<file path="src/rtl/rxdma_pkg.sv">
package rxdma_pkg;

   typedef enum logic [3:0] {
      RXS_DISABLED = 4'd0,
      RXS_ACTIVE   = 4'd1,
      RXS_IDLE     = 4'd2,
      RXS_STOPPED  = 4'd3,
      RXS_SUSPEND  = 4'd4
   } rx_state_code_e;

   typedef enum logic [3:0] {
      RXE_NONE       = 4'd0,
      RXE_DESC_PROTO = 4'd1,
      RXE_FIFO_OVF   = 4'd2,
      RXE_XFER       = 4'd3,
      RXE_DESC_READ  = 4'd4,
      RXE_CORE       = 4'd5
   } rx_err_e;

   typedef enum logic [2:0] {
      F_OFF, F_WAIT, F_FETCH, F_DATA, F_NEXT, F_DROP, F_STATUS, F_STOP
   } rx_fsm_e;

endpackage

</file>
<file path="src/rtl/rxdma_ring_ptr.sv">
module rxdma_ring_ptr #(
   parameter int OFF_W      = 13,
   parameter int DESC_BYTES = 16
) (
   input  logic             clk,
   input  logic             rst_n,
   input  logic             reload,
   input  logic             step,
   input  logic             eot,
   input  logic             commit,
   output logic [OFF_W-1:0] cur_off,
   output logic [OFF_W-1:0] fetch_off
);
   localparam logic [OFF_W-1:0] STRIDE = OFF_W'(DESC_BYTES);

   if (DESC_BYTES < 4 || (DESC_BYTES & (DESC_BYTES - 1)) != 0) begin : g_bad_stride
      $error("descriptor stride must be a power of two of at least 4");
   end

   always_ff @(posedge clk or negedge rst_n) begin
      if (!rst_n) begin
         cur_off   <= '0;
         fetch_off <= '0;
      end else begin
         if (reload)
            fetch_off <= cur_off;
         else if (step)
            fetch_off <= eot ? '0 : fetch_off + STRIDE;
         if (commit)
            cur_off <= fetch_off;
      end
   end
endmodule

</file>
<file path="src/rtl/rxdma_hdr_pack.sv">
module rxdma_hdr_pack #(
   parameter int LEN_W  = 16,
   parameter int DCNT_W = 4
) (
   input  logic [LEN_W-1:0]  len,
   input  logic [DCNT_W-1:0] dcnt,
   input  logic              ovf,
   output logic [31:0]       word
);
   if (LEN_W > 16 || LEN_W < 1) begin : g_bad_len
      $error("length field is limited to 16 bits");
   end
   if (DCNT_W > 4 || DCNT_W < 1) begin : g_bad_dcnt
      $error("descriptor count field is limited to 4 bits");
   end

   always_comb begin
      word               = '0;
      word[LEN_W-1:0]    = len;
      word[23]           = ovf;
      word[24 +: DCNT_W] = dcnt;
   end
endmodule

</file>
<file path="src/rtl/rxdma_lane_steer.sv">
module rxdma_lane_steer #(
   parameter int LANES = 4
) (
   input  logic [$clog2(LANES)-1:0] lane_sel,
   input  logic [7:0]               byte_in,
   input  logic                     full,
   input  logic [8*LANES-1:0]       word_in,
   output logic [8*LANES-1:0]       data_out,
   output logic [LANES-1:0]         be_out
);
   localparam int SEL_W = $clog2(LANES);

   if (LANES < 2 || (LANES & (LANES - 1)) != 0) begin : g_bad_lanes
      $error("lane count must be a power of two");
   end

   for (genvar l = 0; l < LANES; l++) begin : g_lane
      assign data_out[8*l +: 8] = full ? word_in[8*l +: 8] : byte_in;
      assign be_out[l]          = full || (lane_sel == SEL_W'(l));
   end
endmodule

</file>
<file path="src/rtl/rxdma_rx_channel.sv">
module rxdma_rx_channel
   import rxdma_pkg::*;
#(
   parameter int ADDR_W = 32,
   parameter int OFF_W  = 13,
   parameter int BC_W   = 15,
   parameter int RO_W   = 7,
   parameter int LEN_W  = 16,
   parameter int DCNT_W = 4
) (
   input  logic              clk,
   input  logic              rst_n,
   input  logic              cfg_enable,
   input  logic [RO_W-1:0]   cfg_offset,
   input  logic              cfg_ovf_continue,
   input  logic              cfg_parity_off,
   input  logic [ADDR_W-1:0] ring_base,
   input  logic [OFF_W-1:0]  last_ptr,
   input  logic              in_valid,
   input  logic [7:0]        in_data,
   input  logic              in_last,
   output logic              in_ready,
   output logic              mem_rd_en,
   output logic [ADDR_W-1:0] mem_rd_addr,
   input  logic [31:0]       mem_rd_data,
   output logic              mem_wr_en,
   output logic [ADDR_W-1:0] mem_wr_addr,
   output logic [31:0]       mem_wr_data,
   output logic [3:0]        mem_wr_be,
   output logic [31:0]       stat0,
   output logic [31:0]       stat1
);
   localparam int LANES      = 4;
   localparam int DESC_BYTES = 16;
   localparam int DESC_WORDS = DESC_BYTES / LANES;
   localparam int STAT_PAD   = 28 - OFF_W;
   localparam int OFS_EXT    = BC_W - RO_W;
   localparam int PTR_EXT    = ADDR_W - OFF_W;
   localparam logic [2:0] LAST_BEAT = 3'(DESC_WORDS);

   if (ADDR_W > 32 || ADDR_W <= OFF_W) begin : g_bad_addr
      $error("address width must exceed the ring offset width and fit 32 bits");
   end
   if (OFF_W > 28 || OFF_W < 5) begin : g_bad_off
      $error("ring offset width out of range");
   end
   if (BC_W > 15 || BC_W <= RO_W) begin : g_bad_bc
      $error("byte count width must exceed offset width and fit bits 14:0");
   end

   rx_fsm_e               fsm_q;
   rx_err_e               err_q;
   logic [2:0]            fcnt_q;
   logic                  eot_q, par_q, first_q, ovf_q;
   logic [BC_W-1:0]       bc_q, room_q;
   logic [ADDR_W-1:0]     buf_q, wr_ptr_q, hdr_addr_q;
   logic [LEN_W-1:0]      len_q;
   logic [DCNT_W-1:0]     dcnt_q;
   logic [OFF_W-1:0]      cur_off, fetch_off;
   logic [31:0]           hdr_word;
   logic [3:0]            state_code;

   wire              beat      = in_valid && in_ready;
   wire [BC_W-1:0]   ofs_ext   = {{OFS_EXT{1'b0}}, cfg_offset};
   wire              desc_more = fetch_off != last_ptr;
   wire              fetch_end = (fsm_q == F_FETCH) && (fcnt_q == LAST_BEAT);
   wire              par_bad   = !cfg_parity_off && (par_q ^ (^mem_rd_data));
   wire              bc_bad    = (bc_q == '0) || (first_q && bc_q <= ofs_ext);
   wire              ptr_reload = (fsm_q == F_OFF) && cfg_enable;
   wire              ptr_step   = fetch_end && !par_bad && !bc_bad;
   wire              ptr_commit = fsm_q == F_STATUS;

   rxdma_ring_ptr #(.OFF_W(OFF_W), .DESC_BYTES(DESC_BYTES)) u_ptr (
      .clk(clk), .rst_n(rst_n), .reload(ptr_reload), .step(ptr_step),
      .eot(eot_q), .commit(ptr_commit), .cur_off(cur_off), .fetch_off(fetch_off));

   rxdma_hdr_pack #(.LEN_W(LEN_W), .DCNT_W(DCNT_W)) u_hdr (
      .len(len_q), .dcnt(dcnt_q), .ovf(ovf_q), .word(hdr_word));

   rxdma_lane_steer #(.LANES(LANES)) u_lane (
      .lane_sel(wr_ptr_q[1:0]), .byte_in(in_data), .full(fsm_q == F_STATUS),
      .word_in(hdr_word), .data_out(mem_wr_data), .be_out(mem_wr_be));

   assign in_ready    = (fsm_q == F_DATA) || (fsm_q == F_DROP);
   assign mem_rd_en   = (fsm_q == F_FETCH) && (fcnt_q != LAST_BEAT);
   assign mem_rd_addr = ring_base + {{PTR_EXT{1'b0}}, fetch_off}
                        + ADDR_W'({fcnt_q[1:0], 2'b00});
   assign mem_wr_en   = ((fsm_q == F_DATA) && beat) || (fsm_q == F_STATUS);
   assign mem_wr_addr = (fsm_q == F_STATUS) ? hdr_addr_q : wr_ptr_q;

   always_comb begin
      case (fsm_q)
         F_OFF:   state_code = RXS_DISABLED;
         F_STOP:  state_code = RXS_STOPPED;
         F_WAIT:  state_code = (cur_off == last_ptr) ? RXS_IDLE : RXS_ACTIVE;
         default: state_code = RXS_ACTIVE;
      endcase
   end

   assign stat0 = {state_code, {STAT_PAD{1'b0}}, cur_off};
   assign stat1 = {err_q, {STAT_PAD{1'b0}}, fetch_off};

   always_ff @(posedge clk or negedge rst_n) begin
      if (!rst_n) begin
         fsm_q <= F_OFF;       err_q <= RXE_NONE;    fcnt_q <= '0;
         eot_q <= 1'b0;        par_q <= 1'b0;        first_q <= 1'b1;
         ovf_q <= 1'b0;        bc_q <= '0;           room_q <= '0;
         buf_q <= '0;          wr_ptr_q <= '0;       hdr_addr_q <= '0;
         len_q <= '0;          dcnt_q <= '0;
      end else begin
         case (fsm_q)
            F_OFF: if (cfg_enable) begin
               fsm_q <= F_WAIT;  err_q <= RXE_NONE;  first_q <= 1'b1;
               len_q <= '0;      dcnt_q <= '0;       ovf_q <= 1'b0;
            end
            F_WAIT: begin
               if (!cfg_enable) fsm_q <= F_OFF;
               else if (desc_more) begin
                  fsm_q <= F_FETCH;  fcnt_q <= '0;  par_q <= 1'b0;
               end
            end
            F_FETCH: begin
               fcnt_q <= fcnt_q + 3'd1;
               if (fcnt_q != '0) par_q <= par_q ^ (^mem_rd_data);
               case (fcnt_q)
                  3'd1: eot_q <= mem_rd_data[28];
                  3'd2: bc_q  <= mem_rd_data[BC_W-1:0];
                  3'd3: buf_q <= mem_rd_data[ADDR_W-1:0];
                  default: ;
               endcase
               if (fetch_end) begin
                  if (par_bad) begin
                     err_q <= RXE_DESC_READ;  fsm_q <= F_STOP;
                  end else if (bc_bad) begin
                     err_q <= RXE_DESC_PROTO; fsm_q <= F_STOP;
                  end else begin
                     fsm_q <= F_DATA;
                     if (first_q) begin
                        hdr_addr_q <= buf_q;
                        wr_ptr_q   <= buf_q + ADDR_W'(cfg_offset);
                        room_q     <= bc_q - ofs_ext;
                     end else begin
                        wr_ptr_q <= buf_q;
                        room_q   <= bc_q;
                        dcnt_q   <= dcnt_q + 1'b1;
                     end
                  end
               end
            end
            F_DATA: begin
               if (!cfg_enable && first_q && len_q == '0 && !in_valid)
                  fsm_q <= F_OFF;
               else if (beat) begin
                  wr_ptr_q <= wr_ptr_q + 1'b1;
                  room_q   <= room_q - 1'b1;
                  len_q    <= len_q + 1'b1;
                  if (in_last)                 fsm_q <= F_STATUS;
                  else if (room_q == BC_W'(1)) fsm_q <= F_NEXT;
               end
            end
            F_NEXT: begin
               first_q <= 1'b0;
               if (desc_more) begin
                  fsm_q <= F_FETCH;  fcnt_q <= '0;  par_q <= 1'b0;
               end else if (cfg_ovf_continue) begin
                  ovf_q <= 1'b1;  fsm_q <= F_DROP;
               end else begin
                  err_q <= RXE_FIFO_OVF;  fsm_q <= F_STOP;
               end
            end
            F_DROP: if (beat && in_last) fsm_q <= F_STATUS;
            F_STATUS: begin
               fsm_q <= F_WAIT;  first_q <= 1'b1;  len_q <= '0;
               dcnt_q <= '0;     ovf_q <= 1'b0;
            end
            F_STOP: if (!cfg_enable) fsm_q <= F_OFF;
            default: fsm_q <= F_OFF;
         endcase
      end
   end


   hdr_after_last_chk: assert property (@(posedge clk) disable iff (!rst_n)
      (mem_wr_en && mem_wr_be == 4'hF) |-> $past(in_valid && in_ready && in_last));


   lane_be_chk: assert property (@(posedge clk) disable iff (!rst_n)
      mem_wr_en |-> ($countones(mem_wr_be) == 1 || mem_wr_be == 4'hF));


   err_stopped_chk: assert property (@(posedge clk) disable iff (!rst_n)
      (stat1[31:28] != 4'd0) |-> (stat0[31:28] == 4'd3 || stat0[31:28] == 4'd0));


   cur_move_chk: assert property (@(posedge clk) disable iff (!rst_n)
      !$stable(stat0[OFF_W-1:0]) |-> $past(mem_wr_en && mem_wr_be == 4'hF));


   rd_window_chk: assert property (@(posedge clk) disable iff (!rst_n)
      mem_rd_en |-> (((mem_rd_addr - ring_base) >> OFF_W) == '0));

endmodule

</file>
<file path="config.mk">
export PLATFORM = sky130hd
export DESIGN_NAME = rxdma_rx_channel
export DESIGN_NICKNAME = d
export VERILOG_FILES = /design/src/rtl/rxdma_pkg.sv /design/src/rtl/rxdma_ring_ptr.sv /design/src/rtl/rxdma_hdr_pack.sv /design/src/rtl/rxdma_lane_steer.sv /design/src/rtl/rxdma_rx_channel.sv
export SDC_FILE = /design/constraint.sdc
export NUM_CORES = 1
export LEC_CHECK = 0
export BUFFER_PORTS_ARGS = -buffer_cell sky130_fd_sc_hd__clkbuf_2
export CELL_PAD_IN_SITES_DETAIL_PLACEMENT = 1
export CELL_PAD_IN_SITES_GLOBAL_PLACEMENT = 2
export CORE_ASPECT_RATIO = 1.5
export CORE_MARGIN = 2
export CORE_UTILIZATION = 36
export DETAILED_ROUTE_END_ITERATION = 16
export GPL_ROUTABILITY_DRIVEN = 0
export PLACE_DENSITY = 0.86
export SYNTH_ARGS = -nofsm -noshare
export SYNTH_HDL_FRONTEND = slang
export SYNTH_SLANG_ARGS = --single-unit
</file>
<file path="constraint.sdc">
create_clock -name clk -period 5.5 [get_ports clk]
set_input_delay 0.275 -clock clk [delete_from_list [all_inputs] [get_ports clk]]
set_output_delay 0.275 -clock clk [all_outputs]
set_load 0.1 [all_outputs]
</file>
==> run metrics <==
post-CTS setup buffers=0; synth top area cells=dfrtp_1 35%, nand2_1 8.5%, mux2_2 6.9%, ha_1 5.0%, xnor2_1 4.7%; Mapped Cells=1558; total chip power=0.0101 W; Fin. Hold Viols=0; status=complete, no violations; post-route minimum period=4.77 ns; Setup CP Type=reg -> out; TritonCTS Buffers=17; Syn Area/Cell=8.43 sq um; final period utilization=0.868; final non-filler cell total=2245; Synth cell types=72; CTS clock-pin slew for the worst setup and hold paths=0.07 ns; Flop pwr share=0.247; Synth warnings=0; fraction of registers with async set/reset=1.00; drt total wl=45.7 mm; Critical Path Sink Type=output pin; total core area=35900 sq um; I/O pin cnt=266; clock sink total=185; Root Buffer=clkbuf_16; max_cap viols=0; Clk network pwr share=0.131; post-synthesis sequential area ratio=0.352; row cnt=85; H-tree Lvls=4; initial antenna violation count=0; Slew Limit Fails=0; setup TNS=0 ns; Net count, final=1912; leak pwr=7.21 nW; clk_lat worst skew=0.46 ns; global route overflow=0; vias in the first global route=13000; cell taking the most area after synthesis=dfrtp_1; hold crit path type=in -> reg; Crit Path Max Fanout=12; placed cells=2213; internal power=0.00420 W; max frequency=209 MHz; width of the die=160 um; finished layout cell area=15300 sq um; Starting DRT DRC Count=463; Arr. time, crit path=4.50 ns; post-synth top area share=0.350; slowest stage delay, CP=0.57 ns; Final setup viols=0; Worst EP required=5.22 ns; Psw=0.00594 W; max_slew headroom=0.273; #FFs+latches synth=185; pin count of the biggest net entering global routing=67; Layout fillers=4435; Longest Clk Path Bufs=2; Sw Share=0.586; P&R area growth vs syn=16.1%; Post-synth EDFFs=0; Worst Tran Pin Value=1.09 ns; Post-synth top flop=dfrtp_1; R2R Setup Slk=2.05 ns; first-pass GRT wire length=71.5 mm; Initial Util=0.366; Final ANT Viol Nets=0; Final Skew=0.00976 ns; share of post-route cells with drive strength above 1=0.218; Comb power frac=0.622; most frequent cells in the layout=295 x nand2_1, 231 x clkbuf_2, 184 x dfrtp_1, 91 x a21oi_1, 90 x o21ai_0; placed instance area=14600 sq um; die height=238 um; Post-Syn Area=13100 sq um; die area=38100 sq um; Power Dens Cells=665 nW/um^2; leading cell type in the layout, fill and taps excluded=nand2_1; worst path cell trace=fa_1, inv_1, fa_1, nor2b_1, o21ai_0, a21boi_0, o2111ai_1, a21boi_0, o31ai_1, buf_4, a2111oi_0, xor2_1, clkbuf_2; # DRC=0; Final HPWL DP=34.6 mm; total track usage=0.240; startpoint types=flip-flop; RSZ-0062 raised after global routing=no; CP max-delay cell=fa_1; Vias=12300; CTS tree=yes; Max IR drop VDD=758 uV; Min Hold Slack=0.0694 ns; antenna cells=0; vias per cell=5.48; WL/cell=20.4 um; First-pass DRT Iterations=4; input/output buffers=232
==> per-layer routing <==
metal  vias up  wire length [um]  track usage
met4         0              2060        0.115
met2       329             24600        0.462
met1      6104             17500        0.257
met5         -                 0            0
met3       100              1610       0.0292
li1       5759                 -            -
==> cells in the mapped netlist (all sizes together), types with 37 or more instances <==
cell type    n
clkbuf      53
a21oi       91
nand3       49
ha          53
xnor2       70
nand2      297
inv         61
nor2        86
a31oi       37
buf         57
dfrtp      184
xor2        57
o21ai       92
mux2        81
==> path summary, 6_finish.rpt <==
check                                   start                  to  cells past startpoint
hold reg to reg                      err_q[1]            err_q[1]                      2
setup / recovery           u_ptr.fetch_off[2]     mem_rd_addr[19]                     13
hold / removal                mem_rd_data[19]           buf_q[19]                      2
min in group asynchronous               rst_n      hdr_addr_q[17]                      2
setup reg to reg                        par_q           room_q[9]                     11
max in group asynchronous               rst_n  u_ptr.fetch_off[1]                      3
==> area by class of cell <==
class	count	area [sq um]	area share
sequential	185	4630	0.304
timing repair buffer	256	1370	0.0895
inverter	61	229	0.0150
multi-input combinational	1234	7820	0.513
clock buffer	19	443	0.0290
tap	478	598	0.0392
clock inverter	12	165	0.0108
==> worst max-delay path: cells and delay by family (launching register included) <==
kind                     cells  cell delay, ns
AO/OA/AOI/OAI                6            1.57
adder cells (fa/ha/maj)      2            1.02
buffers and inverters        3            0.72
flip-flops                   1            0.44
XOR/XNOR                     1            0.18
AND/OR/NAND/NOR              1            0.11
==> per-stage QoR <==
step,worst slack (ns),utilization
after CTS,0.716,0.424
final,0.726,0.424
after global routing,0.451,0.424
after global placement,1.32,0.407
after floorplan,0.134,-
after detailed placement,1.23,0.407
==> cell families (layout without fill, tap and decap cells) <==
| kind of cell | Yosys count | in the layout | synth area share |
|---|---|---|---|
| fa+ha+maj | 58 | 58 | 0.0581 |
| buf+inv | 171 | 348 | 0.0622 |
| other cells | 1 | 33 | 0.000285 |
| flops | 185 | 185 | 0.352 |
| mux | 85 | 85 | 0.0728 |
| compound gates | 339 | 339 | 0.160 |
| simple gates | 590 | 590 | 0.206 |
| xor+xnor | 129 | 129 | 0.0882 |
==> state kept, by name, summed over array words and instances, names as in the netlist <==
| name | cells |
|---|---|
| hdr_addr_q | 32 |
| wr_ptr_q | 32 |
| first_q | 1 |
| par_q | 1 |
| err_q | 3 |
| buf_q | 32 |
| dcnt_q | 4 |
| u_ptr.fetch_off | 13 |
| bc_q | 15 |
| fcnt_q | 3 |
| len_q | 16 |
| u_ptr.cur_off | 13 |
| eot_q | 1 |
| fsm_q | 3 |
| ovf_q | 1 |
| room_q | 15 |
==> power groups by stage <==
stage	combinational (W)	clock [W]	sequential (W)
2_1_floorplan	0.00497	0	0.00236
3_3_place_gp	0.00620	0	0.00249
3_5_place_dp	0.00631	0	0.00252
4_1_cts	0.00633	0.00136	0.00250
5_1_grt	0.00673	0.00140	0.00259
6_report	0.00630	0.00133	0.00251
==> repair_timing <==
item | CTS | global route
hold endpoints to repair | 63 | 0
gates resized for setup | 0 | 0
hold buffers | 1 | 0
(Power assumes the default switching activity.)
